`src/rtl/vagu_pkg.sv`:
```
package vagu_pkg;
  typedef enum logic {
    ST_IDLE = 1'b0,
    ST_RUN  = 1'b1
  } vagu_state_e;
endpackage

```
`src/rtl/vagu_seq_ctrl.sv`:
```
module vagu_seq_ctrl
  import vagu_pkg::*;
#(
  parameter int LEN_W = 16
) (
  input  logic             clk,
  input  logic             rst,
  input  logic             start_i,
  input  logic [LEN_W-1:0] count_i,
  input  logic             ready_i,
  output logic             load_o,
  output logic             step_o,
  output logic             valid_o,
  output logic             last_o,
  output logic [LEN_W-1:0] index_o,
  output logic             done_o
);
  localparam logic [LEN_W-1:0] ONE = LEN_W'(1);

  vagu_state_e      state_q;
  logic [LEN_W-1:0] idx_q, cnt_q;
  logic             last_q, done_q;
  logic             accept, zero_req, fire;
  logic [LEN_W-1:0] idx_nxt;

  // a new request is only taken while idle
  assign accept   = start_i && (state_q == ST_IDLE);
  assign zero_req = accept && (count_i == '0);
  assign load_o   = accept && (count_i != '0);
  assign fire     = (state_q == ST_RUN) && ready_i;
  assign step_o   = fire && !last_q;
  assign idx_nxt  = idx_q + ONE;

  always_ff @(posedge clk) begin
    if (rst) begin
      state_q <= ST_IDLE;
      idx_q   <= '0;
      cnt_q   <= '0;
      last_q  <= 1'b0;
      done_q  <= 1'b0;
    end else begin
      done_q <= zero_req || (fire && last_q);
      if (load_o) begin
        state_q <= ST_RUN;
        idx_q   <= '0;
        cnt_q   <= count_i;
        last_q  <= (count_i == ONE);
      end else if (step_o) begin
        idx_q  <= idx_nxt;
        last_q <= (idx_nxt == cnt_q - ONE);
      end else if (fire) begin
        state_q <= ST_IDLE;
        last_q  <= 1'b0;
      end
    end
  end

  assign valid_o = (state_q == ST_RUN);
  assign last_o  = last_q;
  assign index_o = idx_q;
  assign done_o  = done_q;
endmodule

```
`src/rtl/vagu_addr_acc.sv`:
```
module vagu_addr_acc #(
  parameter int ADDR_W = 32
) (
  input  logic              clk,
  input  logic              rst,
  input  logic              load_i,
  input  logic              step_i,
  input  logic [ADDR_W-1:0] base_i,
  input  logic [ADDR_W-1:0] offset_i,
  input  logic [ADDR_W-1:0] stride_i,
  output logic [ADDR_W-1:0] addr_o
);
  logic [ADDR_W-1:0] addr_q, stride_q;

  // sums are kept at ADDR_W bits, so carries out of the top are dropped
  always_ff @(posedge clk) begin
    if (rst) begin
      addr_q   <= '0;
      stride_q <= '0;
    end else if (load_i) begin
      addr_q   <= base_i + offset_i;
      stride_q <= stride_i;
    end else if (step_i) begin
      addr_q   <= addr_q + stride_q;
    end
  end

  assign addr_o = addr_q;
endmodule

```
`src/rtl/vagu_top.sv`:
```
module vagu_top #(
  parameter int ADDR_W = 32,
  parameter int LEN_W  = 16
) (
  input  logic              clk,
  input  logic              rst,
  input  logic              start,
  input  logic [ADDR_W-1:0] base_addr,
  input  logic [ADDR_W-1:0] addr_offset,
  input  logic [ADDR_W-1:0] addr_step,
  input  logic [LEN_W-1:0]  elem_count,
  input  logic              elem_ready,
  output logic              elem_valid,
  output logic [ADDR_W-1:0] elem_addr,
  output logic [LEN_W-1:0]  elem_index,
  output logic              elem_last,
  output logic              busy,
  output logic              done
);
  logic load, step, valid;

  vagu_seq_ctrl #(.LEN_W(LEN_W)) u_ctrl (
    .clk     (clk),
    .rst     (rst),
    .start_i (start),
    .count_i (elem_count),
    .ready_i (elem_ready),
    .load_o  (load),
    .step_o  (step),
    .valid_o (valid),
    .last_o  (elem_last),
    .index_o (elem_index),
    .done_o  (done)
  );

  vagu_addr_acc #(.ADDR_W(ADDR_W)) u_acc (
    .clk      (clk),
    .rst      (rst),
    .load_i   (load),
    .step_i   (step),
    .base_i   (base_addr),
    .offset_i (addr_offset),
    .stride_i (addr_step),
    .addr_o   (elem_addr)
  );

  assign elem_valid = valid;
  assign busy       = valid;
endmodule

```
`config.mk`:
```
export PLATFORM = sky130hd
export DESIGN_NAME = vagu_top
export DESIGN_NICKNAME = d
export VERILOG_FILES = /design/src/rtl/vagu_pkg.sv /design/src/rtl/vagu_seq_ctrl.sv /design/src/rtl/vagu_addr_acc.sv /design/src/rtl/vagu_top.sv
export SDC_FILE = /design/constraint.sdc
export NUM_CORES = 1
export LEC_CHECK = 0
export CAP_MARGIN = 20
export CORE_MARGIN = 4
export CORE_UTILIZATION = 45
export CTS_CLUSTER_DIAMETER = 50
export CTS_CLUSTER_SIZE = 25
export DETAILED_ROUTE_END_ITERATION = 10
export GPL_ROUTABILITY_DRIVEN = 0
export GPL_TIMING_DRIVEN = 0
export PLACE_DENSITY_LB_ADDON = 0.1
export SLEW_MARGIN = 20
export SYNTH_ARGS = -nofsm -noshare
export SYNTH_HDL_FRONTEND = slang
export SYNTH_HIERARCHICAL = 1
export SYNTH_SLANG_ARGS = --single-unit
```
`constraint.sdc`:
```
create_clock -name clk -period 4.3 [get_ports clk]
set_input_delay 0.43 -clock clk [delete_from_list [all_inputs] [get_ports clk]]
set_output_delay 0.43 -clock clk [all_outputs]
set_load 0.01 [all_outputs]
```
==> results_dict.tcl, run 1 <==
set metrics [dict create \
    hpwlAfterDp_mm 17.8 \
    maxSlewViolCount 0 \
    vias 7494 \
    finalSetupViolations 0 \
    grtUsageTotal 0.225 \
    hold_slack_ns 0.505 \
    drc 0 \
    postCtsHoldBufs 0 \
    drt_first_pass_iters 5 \
    layout_common_cells "167 x clkdlybuf4s50_1, 115 x nor2_1, 99 x dfxtp_1, 89 x a21oi_1, 66 x xnor2_1" \
    synth_nets 1123 \
    power_density_nw_per_um2 290 \
    syn_area_per_cell_sq_um 8.10 \
    finish.net_count 1301 \
    vias_per_cell 5.58 \
    grt_pass1_wl_mm 35.6 \
    r2r_end "u_acc/addr_o[25]" \
    antenna_left 0 \
    reg2reg_depth 9 \
    critical_path_class "in2reg" \
    startpoint "elem_ready" \
    nFillCells 1593 \
    area_growth_pct 29.4 \
    rsz0062_at_grt "false" \
    clkLatencyLatePin_ns 0.35 \
    synth_cell_type_count 65 \
    dieArea_sq_um 19100 \
    status "finished clean" \
    multi_input_area_sq_um 5400 \
    clockBufferDepth 2 \
    critical_path_arrival_ns 3.95 \
    worstMarginPinSlew_ns 0.846 \
    seqCellArea_sq_um 1980 \
    crit_required_ns 4.55 \
    grt_max_degree 17 \
    start_util 0.460 \
    period_minus_slack_ns 3.70 \
    root_buffer "clkbuf_16" \
    hold_class "reg2reg" \
    cts_buffers 9 \
    grt_pass1_vias 6891 \
    core_area_sq_um 16600 \
    r2r-start "u_ctrl/valid_o" \
    die_width_microns 138 \
    crit_fanout 10 \
    drtIter0Drc 518 \
    finalCritPeriodShare 0.860 \
    ioPinCount 168 \
    relSlewSlack 0.429 \
    cts.sinks 99 \
    clk_pin_slew_ns 0.07 \
    ys_warn_count 6 \
    cp-start-kind "input port" \
    ys_seq_area_frac 0.260 \
    max_cap_viol_count 0 \
    final_layout_size_suffix_gt1_frac 0.0285 \
    r2r_setup_slack_ns 0.75 \
    post-cts-setup-buffers 0 \
    syn_area_sq_um 7620 \
    vdd_drop_max_uv 176 \
    max_freq_ghz 0.270 \
    wl_mm 22.4 \
    mostFrequentLayoutCell "clkdlybuf4s50_1" \
    ys_async_sr_fraction 0 \
    cp-end-kind "flip-flop" \
    leakage_uw 0.00397 \
    synth_ff_type "dfxtp_1" \
    hold_viol 0 \
    netlist_instances 941 \
    grt_antenna_before_repair 0 \
    cts_resized 0 \
    rows 47 \
    fin_tns_setup_ns 0 \
    ys_ff_latch 99 \
    final_core_util 0.595 \
    diodes 0 \
    htreeDepth 3 \
    skew_ns 0.00618 \
    grt_overflow_total 0 \
    tritoncts "yes" \
    wire_per_inst_microns 16.7 \
    die_h_microns 138 \
    portBuffers 167 \
    endpoint "u_acc/addr_o[25]" \
    synth_enable_flop_cells 0 \
]
[cell usage after synthesis (3+ instances only)]
master / n / area [sq um]
dfxtp_1: 99 / 1980
o21bai_1: 6 / 45.0
a211o_1: 4 / 35.0
a221oi_1: 10 / 87.6
nand3_1: 24 / 120
nor3b_1: 5 / 37.5
o21ai_0: 32 / 160
or4_1: 6 / 45.0
buf_1: 4 / 15.0
or2_2: 3 / 18.8
xor2_1: 39 / 342
o21a_1: 7 / 52.6
nor3_1: 26 / 130
buf_2: 3 / 15.0
ha_1: 64 / 801
nand4_1: 13 / 81.3
mux2i_1: 52 / 521
nand2b_1: 9 / 56.3
a311o_1: 3 / 30.0
clkbuf_1: 37 / 139
a211oi_1: 24 / 180
xnor2_1: 66 / 578
o21ai_1: 3 / 15.0
and2_1: 3 / 18.8
nor4_1: 8 / 50.1
and3_1: 6 / 37.5
a21oi_1: 89 / 445
o31ai_1: 3 / 22.5
inv_1: 16 / 60.1
a21boi_0: 3 / 22.5
o211ai_1: 8 / 60.1
o22ai_1: 4 / 25.0
and4_1: 3 / 26.3
nor2b_1: 10 / 62.6
nor2_1: 115 / 432
a21o_1: 27 / 203
nand2_1: 60 / 225
a31oi_1: 7 / 43.8
or3_1: 7 / 43.8
[area by class of cell]
cell class,instances,share of cell area
clock buffer,10,0.0232
multi-input combinational,778,0.547
tap,220,0.0279
inverter,19,0.00723
sequential,99,0.201
clock inverter,6,0.00659
timing repair buffer,167,0.169
buffer,45,0.0179
[how the worst min path moves through the flow]
stage | from | end | slack, ns | depth (start not counted)
after floorplan | u_acc/stride_q[0] | u_acc/stride_q[0] | 0.46 | 2
after global placement | u_acc/stride_q[18] | u_acc/stride_q[18] | 0.48 | 2
after detailed placement | u_acc/stride_q[27] | u_acc/stride_q[27] | 0.49 | 2
after CTS | u_acc/stride_q[18] | u_acc/stride_q[18] | 0.51 | 2
after global routing | u_acc/stride_q[18] | u_acc/stride_q[18] | 0.53 | 2
final | u_acc/stride_q[0] | u_acc/stride_q[0] | 0.50 | 2
[power breakdown]
group | total, uW | internal, uW | leakage, uW | switching, uW
Clock | 819 | 453 | 0.000143 | 366
Combinational | 994 | 481 | 0.00301 | 513
Sequential | 1050 | 984 | 0.000813 | 65.0
Total | 2860 | 1920 | 0.00397 | 944
[flip-flops by register name (all words and copies together) (netlist names)]
register	cells
u_acc/addr_o	32
u_acc/stride_q	32
u_ctrl/cnt_q	16
u_ctrl/index_o	16
u_ctrl/done_o	1
u_ctrl/last_o	1
u_ctrl/valid_o	1
[critical path, cell delays in order]
cell and delay (ns):
clkdlybuf4s50_1 0.50, nand2_1 0.08, or2_2 0.28, clkbuf_1 0.21, clkinv_1 0.28, clkbuf_1 0.51
buf_1 0.67, clkbuf_1 0.57, nand2_1 0.10, a221oi_1 0.30
[logic make-up (layout without fill, tap and decap cells)]
| kind of cell | count (synthesis) | in the layout | synth area share |
|---|---|---|---|
| xor+xnor | 107 | 107 | 0.127 |
| simple gates | 304 | 304 | 0.189 |
| fa+ha+maj | 66 | 66 | 0.110 |
| buf+inv | 64 | 247 | 0.0325 |
| compound gates | 249 | 249 | 0.213 |
| mux | 52 | 52 | 0.0683 |
| flops | 99 | 99 | 0.260 |
[stage by stage]
step                instances  setup WS, ns  cell area [sq um]  power [uW]
finish                   1344         0.601               9870        2860
global route             1344         0.328               9870        3030
CTS                      1344         0.630               9870        2880
detailed placement       1328         0.288               9570        2050
global placement         1328         0.292               9570        2040
floorplan                 941          1.25               7620        1690
[metal layers]
layer	routed length (microns)	up-vias	GRT usage
li1	-	3772	-
met1	10300	3441	0.312
met2	10200	263	0.367
met3	1650	18	0.0369
met4	271	0	0.0546
met5	0	-	0
(Power assumes the default switching activity.)
==> inputs of run 2 (changes only) <==
--- a/config.mk
+++ b/config.mk
@@ -13,7 +13,8 @@
 export DETAILED_ROUTE_END_ITERATION = 10
 export GPL_ROUTABILITY_DRIVEN = 0
 export GPL_TIMING_DRIVEN = 0
-export PLACE_DENSITY_LB_ADDON = 0.1
+export MAX_ROUTING_LAYER = met4
+export PLACE_DENSITY = 0.72
 export SLEW_MARGIN = 20
 export SYNTH_ARGS = -nofsm -noshare
 export SYNTH_HDL_FRONTEND = slang
==> results_dict.tcl, run 2 (synthesis gave the netlist of run 1 again) <==
set metrics [dict create \
    vias_per_cell 5.69 \
    maxSlewViolCount 0 \
    path_delay_family "buffers and inverters" \
    vdd_drop_max_uv 166 \
    antenna_left 0 \
    worst-path-buf-inv 5 \
    fin_tns_setup_ns 0 \
    holdPathStages 2 \
    grt_antenna_before_repair 0 \
    finish.net_count 1301 \
    comb_power_share 0.330 \
    core_area_sq_um 16600 \
    cp_slowest_cell "or4_1" \
    max_freq_ghz 0.271 \
    worstMarginPinSlew_ns 0.845 \
    r2r-start "u_ctrl/valid_o" \
    cts.sinks 99 \
    hold_class "reg2reg" \
    vias 7642 \
    nFillCells 1509 \
    p_int_uw 2090 \
    grt_pass1_vias 7097 \
    max_cap_viol_count 0 \
    skew_ns 0.00397 \
    diodes 0 \
    critical_path_class "in2reg" \
    place_inst 1328 \
    post-cts-setup-buffers 0 \
    reg2reg_depth 9 \
    final_core_util 0.599 \
    rows 47 \
    crit_required_ns 4.51 \
    layout_common_cells "167 x clkdlybuf4s50_1, 115 x nor2_1, 99 x dfxtp_1, 89 x a21oi_1, 66 x xnor2_1" \
    pwr-share-seq 0.344 \
    wl_mm 23.0 \
    grtUsageTotal 0.238 \
    switchingPower_uw 956 \
    grt_max_degree 17 \
    htreeDepth 3 \
    drtIter0Drc 604 \
    die_width_microns 138 \
    status "finished clean" \
    clk_pin_slew_ns 0.07 \
    leakage_uw 0.00400 \
    area_growth_pct 30.3 \
    hold_viol 0 \
    critical_path_arrival_ns 3.90 \
    cp-end-kind "flip-flop" \
    grt_overflow_total 0 \
    root_buffer "clkbuf_16" \
    endpoint "u_acc/addr_o[11]" \
    rsz0062_at_grt "false" \
    finalCritPeriodShare 0.859 \
    period_minus_slack_ns 3.70 \
    p_sw_frac 0.314 \
    hpwlAfterDp_mm 17.8 \
    relSlewSlack 0.429 \
    startpoint "elem_count[4]" \
    crit_cells 11 \
    postCtsHoldBufs 0 \
    wire_per_inst_microns 17.1 \
    tritoncts "yes" \
    clockBufferDepth 2 \
    r2r_setup_slack_ns 0.78 \
    start_util 0.460 \
    ioPinCount 168 \
    final_layout_size_suffix_gt1_frac 0.0294 \
    cp-start-kind "input port" \
    clkLatencyLatePin_ns 0.35 \
    r2r_end "u_acc/addr_o[14]" \
    crit_fanout 13 \
    mostFrequentLayoutCell "clkdlybuf4s50_1" \
    dieArea_sq_um 19100 \
    cts_buffers 9 \
    cp_cell_sequence "clkdlybuf4s50_1 > or4_1 > nor2_1 > nand3_1 > o21ai_1 > inv_2 > buf_1 > clkbuf_1 > clkbuf_1 > a211oi_1 > a211oi_1" \
    max_stage_delay_ns 0.56 \
    portBuffers 167 \
    die_h_microns 138 \
    grt_pass1_wl_mm 36.5 \
    p_clk_frac 0.326 \
    power_density_nw_per_um2 307 \
    cts_resized 0 \
    drt_first_pass_iters 5 \
    fin_cells 1344 \
    drc 0 \
    finalSetupViolations 0 \
]
## run 2: cell types whose count changed in the layout (fill, tap and decap cells not counted)
cell,previous run,this run
bufinv_16,1,4
clkbuf_1,38,37
clkinv_2,2,1
clkinv_4,1,0
clkinvlp_4,1,2
inv_6,1,0
## run 2: worst min path at each step
stage	to	startpoint	slack, ns
6_report	u_acc/stride_q[15]	u_acc/stride_q[15]	0.51
5_1_grt	u_acc/stride_q[5]	u_acc/stride_q[5]	0.54
4_1_cts	u_acc/stride_q[3]	u_acc/stride_q[3]	0.51
3_5_place_dp	u_acc/stride_q[30]	u_acc/stride_q[30]	0.49
3_3_place_gp	u_acc/stride_q[0]	u_acc/stride_q[0]	0.48
2_1_floorplan	u_acc/stride_q[0]	u_acc/stride_q[0]	0.46
## run 2: cell type report
cell class,count,area [sq um],area share
buffer,45,176,0.0178
clock buffer,9,225,0.0227
clock inverter,7,140,0.0141
inverter,19,71.3,0.00718
multi-input combinational,778,5400,0.543
sequential,99,1980,0.199
tap,220,275,0.0277
timing repair buffer,167,1670,0.168
## run 2: worst register-to-register path, delay by kind of cell, from the launching register on
family,cells,cell delay (ns)
simple gates,3,0.53
flops,1,0.42
buf+inv,5,2.20
compound gates,1,0.28
## run 2: power groups by stage
stage / sequential, uW / clock [uW] / combinational, uW
finish: 1050 / 993 / 1010
detailed placement: 1070 / 0 / 986
global placement: 1070 / 0 / 976
floorplan: 1060 / 0 / 625
global route: 1060 / 1050 / 1090
CTS: 1050 / 1010 / 995
## run 2: per-layer routing
metal,part of all wire,global-route usage
met1,0.45,0.314
met2,0.46,0.378
met3,0.073,0.0452
met4,0.015,0.0634
met5,0,-
## run 2: stage by stage
step           hold slack [ns]  worst slack, ns  cell area (sq um)  total power (uW)
6_report                 0.507            0.605               9940              3050
5_1_grt                  0.536            0.380               9940              3200
4_1_cts                  0.507            0.655               9940              3060
3_5_place_dp             0.491            0.285               9570              2060
3_3_place_gp             0.481            0.303               9570              2050
2_1_floorplan            0.465             1.25               7620              1690
==> inputs of run 3 (changes only) <==
--- a/config.mk
+++ b/config.mk
@@ -8,7 +8,7 @@
 export CAP_MARGIN = 20
 export CORE_MARGIN = 4
 export CORE_UTILIZATION = 45
-export CTS_CLUSTER_DIAMETER = 50
+export CTS_CLUSTER_DIAMETER = 80
 export CTS_CLUSTER_SIZE = 25
 export DETAILED_ROUTE_END_ITERATION = 10
 export GPL_ROUTABILITY_DRIVEN = 0
==> results of run 3 <==
The final DEF is identical to that of run 2; final timing and power are the same.
